==> config.mk <==
export PLATFORM = sky130hd
export DESIGN_NAME = spi_stat_flags
export DESIGN_NICKNAME = d
export VERILOG_FILES = /design/src/rtl/spi_stat_pkg.sv /design/src/rtl/spi_cmpl_fsm.sv /design/src/rtl/spi_lvl_flag.sv /design/src/rtl/spi_stat_flags.sv
export SDC_FILE = /design/constraint.sdc
export NUM_CORES = 1
export LEC_CHECK = 0
export BUFFER_PORTS_ARGS = -buffer_cell sky130_fd_sc_hd__buf_4
export CORE_AREA = 2 2 39 41
export CTS_CLUSTER_DIAMETER = 120
export DETAILED_ROUTE_END_ITERATION = 8
export DIE_AREA = 0 0 41 43
export PLACE_DENSITY = 0.77
export SYNTH_ARGS = -nofsm -noshare
export SYNTH_HDL_FRONTEND = slang
export SYNTH_SLANG_ARGS = --single-unit
==> constraint.sdc <==
create_clock -name clk -period 1.8 [get_ports clk]
set_input_delay 0.09 -clock clk [delete_from_list [all_inputs] [get_ports clk]]
set_output_delay 0.09 -clock clk [all_outputs]
set_load 0.02 [all_outputs]
==> src/rtl/spi_stat_pkg.sv <==
package spi_stat_pkg;

    typedef enum logic [1:0] {
        CF_IDLE  = 2'd0,
        CF_PEND  = 2'd1,
        CF_ARMED = 2'd2
    } cf_state_t;

    typedef enum logic {
        LV_QUIET  = 1'b0,
        LV_RAISED = 1'b1
    } lv_state_t;

    localparam int STS_W      = 8;
    localparam int BIT_CF     = 7;
    localparam int BIT_TX     = 5;
    localparam int BIT_RX     = 3;
    localparam int BIT_DS     = 0;

endpackage

==> src/rtl/spi_cmpl_fsm.sv <==
module spi_cmpl_fsm
    import spi_stat_pkg::*;
(
    input  logic clk,
    input  logic rst_n,
    input  logic set_ev,
    input  logic sts_rd,
    input  logic dat_acc,
    input  logic int_ack,
    output logic cf_flag
);

    cf_state_t state_q, state_d;

    always_ff @(posedge clk or negedge rst_n) begin
        if (!rst_n) state_q <= CF_IDLE;
        else        state_q <= state_d;
    end

    always_comb begin
        state_d = state_q;
        unique case (state_q)
            CF_IDLE: begin
                if (set_ev) state_d = CF_PEND;
            end
            CF_PEND: begin
                if (int_ack && !set_ev) state_d = CF_IDLE;
                else if (sts_rd && !int_ack) state_d = CF_ARMED;
            end
            CF_ARMED: begin
                if (int_ack || dat_acc) state_d = set_ev ? CF_PEND : CF_IDLE;
            end
            default: state_d = CF_IDLE;
        endcase
    end

    always_comb begin
        cf_flag = (state_q != CF_IDLE);
    end

    AST_SET_WINS: assert property (@(posedge clk) disable iff (!rst_n)
        set_ev |=> cf_flag);

    AST_ACK_CLEARS: assert property (@(posedge clk) disable iff (!rst_n)
        (int_ack && !set_ev) |=> !cf_flag);

    AST_UNARMED_HOLDS: assert property (@(posedge clk) disable iff (!rst_n)
        (state_q == CF_PEND && !int_ack) |=> cf_flag);

endmodule

==> src/rtl/spi_lvl_flag.sv <==
module spi_lvl_flag
    import spi_stat_pkg::*;
#(
    parameter int FILL_W    = 4,
    parameter int THR_W     = 3,
    parameter bit CLR_ABOVE = 1'b1
) (
    input  logic              clk,
    input  logic              rst_n,
    input  logic [FILL_W-1:0] fill,
    input  logic [THR_W-1:0]  thr,
    input  logic              access,
    output logic              flag
);

    localparam int PAD_W = FILL_W - THR_W;

    lv_state_t   state_q, state_d;
    logic [FILL_W-1:0] thr_x;
    logic        hit;
    logic        clr;

    assign thr_x = {{PAD_W{1'b0}}, thr};
    assign hit   = (fill == thr_x);

    generate
        if (CLR_ABOVE) begin : g_clr_above
            assign clr = access && (fill > thr_x);
        end else begin : g_clr_below
            assign clr = access && (fill < thr_x);
        end
    endgenerate

    always_ff @(posedge clk or negedge rst_n) begin
        if (!rst_n) state_q <= LV_QUIET;
        else        state_q <= state_d;
    end

    always_comb begin
        state_d = state_q;
        unique case (state_q)
            LV_QUIET:  if (hit) state_d = LV_RAISED;
            LV_RAISED: if (clr && !hit) state_d = LV_QUIET;
            default:   state_d = LV_QUIET;
        endcase
    end

    always_comb begin
        flag = (state_q == LV_RAISED);
    end

    AST_LVL_SETS: assert property (@(posedge clk) disable iff (!rst_n)
        hit |=> flag);

    AST_LVL_STICKY: assert property (@(posedge clk) disable iff (!rst_n)
        (flag && !access) |=> flag);

endmodule

==> src/rtl/spi_stat_flags.sv <==
module spi_stat_flags
    import spi_stat_pkg::*;
#(
    parameter int FILL_W = 4,
    parameter int THR_W  = 3
) (
    input  logic              clk,
    input  logic              rst_n,
    input  logic              xfer_done,
    input  logic              host_mode,
    input  logic              cs_as_input,
    input  logic              cs_level,
    input  logic [FILL_W-1:0] tx_fill,
    input  logic [FILL_W-1:0] rx_fill,
    input  logic [THR_W-1:0]  tx_thr,
    input  logic [THR_W-1:0]  rx_thr,
    input  logic              sts_rd,
    input  logic              sts_wr,
    input  logic              ds_wdata,
    input  logic              dat_rd,
    input  logic              dat_wr,
    input  logic              int_ack,
    input  logic              spie,
    input  logic              gie,
    output logic [STS_W-1:0]  sts_rdata,
    output logic              irq,
    output logic              dbl_speed
);

    logic cs_fault;
    logic set_ev;
    logic cf_flag, tx_flag, rx_flag;
    logic ds_q;

    assign cs_fault = host_mode && cs_as_input && !cs_level;
    assign set_ev   = xfer_done || cs_fault;

    spi_cmpl_fsm u_cmpl (
        .clk     (clk),
        .rst_n   (rst_n),
        .set_ev  (set_ev),
        .sts_rd  (sts_rd),
        .dat_acc (dat_rd || dat_wr),
        .int_ack (int_ack),
        .cf_flag (cf_flag)
    );

    spi_lvl_flag #(.FILL_W(FILL_W), .THR_W(THR_W), .CLR_ABOVE(1'b1)) u_txf (
        .clk    (clk),
        .rst_n  (rst_n),
        .fill   (tx_fill),
        .thr    (tx_thr),
        .access (dat_wr),
        .flag   (tx_flag)
    );

    spi_lvl_flag #(.FILL_W(FILL_W), .THR_W(THR_W), .CLR_ABOVE(1'b0)) u_rxf (
        .clk    (clk),
        .rst_n  (rst_n),
        .fill   (rx_fill),
        .thr    (rx_thr),
        .access (dat_rd),
        .flag   (rx_flag)
    );

    always_ff @(posedge clk or negedge rst_n) begin
        if (!rst_n)      ds_q <= 1'b0;
        else if (sts_wr) ds_q <= ds_wdata;
    end

    always_comb begin
        sts_rdata         = '0;
        sts_rdata[BIT_CF] = cf_flag;
        sts_rdata[BIT_TX] = tx_flag;
        sts_rdata[BIT_RX] = rx_flag;
        sts_rdata[BIT_DS] = ds_q;
        irq               = spie && gie && (cf_flag || tx_flag || rx_flag);
        dbl_speed         = ds_q && host_mode;
    end

    AST_RSVD_ZERO: assert property (@(posedge clk) disable iff (!rst_n)
        (sts_rdata[6] == 1'b0) && (sts_rdata[4] == 1'b0) &&
        (sts_rdata[2] == 1'b0) && (sts_rdata[1] == 1'b0));

    AST_IRQ_GATED: assert property (@(posedge clk) disable iff (!rst_n)
        irq |-> (spie && gie));

    AST_DS_STABLE: assert property (@(posedge clk) disable iff (!rst_n)
        !sts_wr |=> $stable(sts_rdata[BIT_DS]));

    AST_XFER_SETS: assert property (@(posedge clk) disable iff (!rst_n)
        xfer_done |=> sts_rdata[BIT_CF]);

endmodule

==> qor.csv <==
stage,metric,value,unit
status,status,"complete, no violations",
power_and_ir_drop,Pwr Density,646,nW/µm²
sta,final setup vio count,0,
die,# IOs,38,
min_path,worst hold stages,2,
placed_design,placed cell count,95,
global_route,GRT busiest layer,met2,
drt,drt wl/cell,10.3,µm
final_layout,final core occ,51.6,%
global_route,vias in the first global route,420,
placed_design,global placement routability congestion,0.679,
sta,Final Hold Vio Count,0,
clock_network,CTS tree,built,
die,Die W,41,µm
drt,final WL,1.03,mm
final_layout,"commonest non-fill, non-tap cell in the layout",buf_4,
power_and_ir_drop,leakage power,0.000395,µW
drt,Final ANT Viol Nets,0,
critical_path,crit end category,primary output,
clock_network,Setup Buffers After CTS,0,
power_and_ir_drop,worst vdd ir,0.333,mV
sta,Fmax,701,MHz
run,MaxCap Viol Count,0,
global_route,initial antenna violation count,0,
critical_path,R2R Setup Slk,0.84,ns
yosys,Post-Synthesis Cell Area,459,µm²
global_route,M2 GR Usage,22.5,%
final_layout,Post-Layout Inst Area,714,µm²
drt,Vias,466,
global_route,Total GRT Usage,13.7,%
drt,DR DRC count,0,
global_route,M3 GR Usage,7.85,%
critical_path,CP Max Fanout,4,
critical_path,arrival time at the worst endpoint,1.34,ns
sta,post-route setup TNS,0,ns
yosys,syn avg cell area,9.00,µm²
clock_network,H-tree Lvls,1,
die,Die Ht,43,µm
global_route,GR Layer Usage met1,13.1,%
yosys,largest cells by area after synthesis,"dfrtp_1 (27%), ha_1 (16%), buf_4 (13%)",
critical_path,"critical path, cell by cell",or2_4 -> o311a_1 -> buf_4,
yosys,largest area contributor in the netlist,dfrtp_1,
sta,final period utilization,79.2,%
final_layout,Ant. Diodes,0,
sta,fin crit period,1.43,ns
critical_path,max incr delay on CP,0.40,ns
drt,Starting DRT DRC Count,2,
final_layout,final non-filler cell total,100,
critical_path,worst reg2reg endpoint,u_cmpl.state_q[0]$_DFFE_PN0P_,
clock_network,Inserted Clock Buffers,3,
clock_network,CTS Hold Bufs,1,
die,core area,1380,µm²
global_route,grt ovf,0,
placed_design,IO Port Bufs,33,
critical_path,Setup crit start,u_cmpl.state_q[1]$_DFFE_PN0P_,
final_layout,share of post-route cells with drive strength above 1,46.4,%
yosys,Synthesis Warnings,0,
global_route,pin count of the biggest net entering global routing,6,
global_route,first-pass GRT wire length,1.57,mm
clock_network,"Reg clk slew, reported paths",0.05,ns
placed_design,DP Wirelength,918,µm
min_path,HP Class,primary input to register,
final_layout,fill cell count,145,
placed_design,Placed Area,678,µm²
die,row count,14,
final_layout,Layout Nets,119,
die,die area,1760,µm²
critical_path,crit path capture,irq,
drt,via density per instance,4.66,
clock_network,worst-skew pair later-pin latency,0.24,ns
yosys,number of synthesized register bits,5,
sta,clock skew,0.00274,ns
critical_path,Required @ worst endpoint,1.71,ns
critical_path,crit path kind,register to primary output,
final_layout,synthesis-to-layout area growth,55.6,%
sta,RSZ-0062 raised after global routing,no,
critical_path,r2r startpoint,u_cmpl.state_q[0]$_DFFE_PN0P_,
clock_network,post_cts resized,0,
drt,number of iterations in the first detailed-routing pass,2,
critical_path,slowest stage cell on the critical path,dfrtp_1,
clock_network,Clock Path Buffers,2,
sta,Final Max Tran Viols,0,
die,Initial Util,33.2,%
yosys,"Distinct cells, synth",22,
critical_path,worst reg-to-reg path cell count,2,
critical_path,Worst Setup Start Kind,register,
clock_network,CTS root buf,clkbuf_4,
yosys,post-synthesis instance total,51,
power_and_ir_drop,Pwr Total,462,µW
yosys,Yosys top cell area share,27.2,%
clock_network,clk sinks,5,
yosys,"Seq/Total Area, Yosys",27.2,%
final_layout,"leading cell types in the layout, fill and taps excluded","buf_4 (33), inv_1 (7), ha_1 (6)",
-- Yosys cell counts, drive strengths merged --
cell type and count:
o31ai 1, nand4b 1, or2 1, nor3 2, a31o 1, nand3 1, and2 1, ha 6
a21oi 1, o211ai 2, o311a 2, inv 7, and3b 1, mux2 1, nand3b 1, nor2b 3
dfrtp 5, and4b 1, o21ai 2, buf 8, nand2 2, conb 1
-- where the power goes --
group	switching, µW	internal [µW]	total, µW
clock	47.6	83.9	132
sequential	18.3	131	150
combinational	79.6	101	181
-- cell type report --
cell class                      count  area [µm²]  area share (%)
Inverter                            7        26.3            3.68
Clock buffer                        4        26.3            3.68
Multi-Input combinational cell     34         259            36.3
Timing Repair Buffer               34         258            36.1
Tap cell                           16        20.0            2.80
Sequential cell                     5         125            17.5
-- worst min path at each step --
stage                  from                             to  slack, ns
finish              int_ack  u_cmpl.state_q[1]$_DFFE_PN0P_       0.02
CTS                 int_ack  u_cmpl.state_q[1]$_DFFE_PN0P_      0.009
floorplan             rst_n               ds_q$_DFFE_PN0P_      -0.21
detailed placement    rst_n  u_cmpl.state_q[0]$_DFFE_PN0P_      -0.10
global placement      rst_n               ds_q$_DFFE_PN0P_      -0.10
global route        int_ack  u_cmpl.state_q[1]$_DFFE_PN0P_       0.01
-- logic make-up (layout without fill, tap and decap cells) --
kind of cell,Yosys count,in the layout,synth area share (%)
adder cells (fa/ha/maj),6,6,16.3
AO/OA/AOI/OAI,9,9,14.4
flip-flops,5,5,27.2
AND/OR/NAND/NOR,14,14,19.9
multiplexers,1,1,2.45
buffers and inverters,15,45,18.8
other,1,4,0.817
-- metrics by stage --
stage               worst slack (ns)  hold WS, ns
global route                   0.322       0.0104
floorplan                      0.726       -0.206
finish                         0.374       0.0193
global placement               0.648       -0.104
detailed placement             0.627       -0.102
CTS                            0.353      0.00856
-- critical path, delay by kind of cell, from the launching register on --
family | cells | cell delay (ns)
AO/OA/AOI/OAI | 1 | 0.28
buffers and inverters | 1 | 0.16
flip-flops | 1 | 0.40
AND/OR/NAND/NOR | 1 | 0.26
-- sequential cells by signal (all words and copies together), names as in the netlist --
register	flops
u_cmpl.state_q	2
u_rxf.flag	1
u_txf.flag	1
ds_q	1
-- routing by layer --
metal / vias up / wire, µm
li1: 232 / -
met1: 215 / 389
met2: 19 / 570
met3: 0 / 67
met4: 0 / 0
met5: - / 0
No activity file was read; power rests on OpenSTA's default activity.
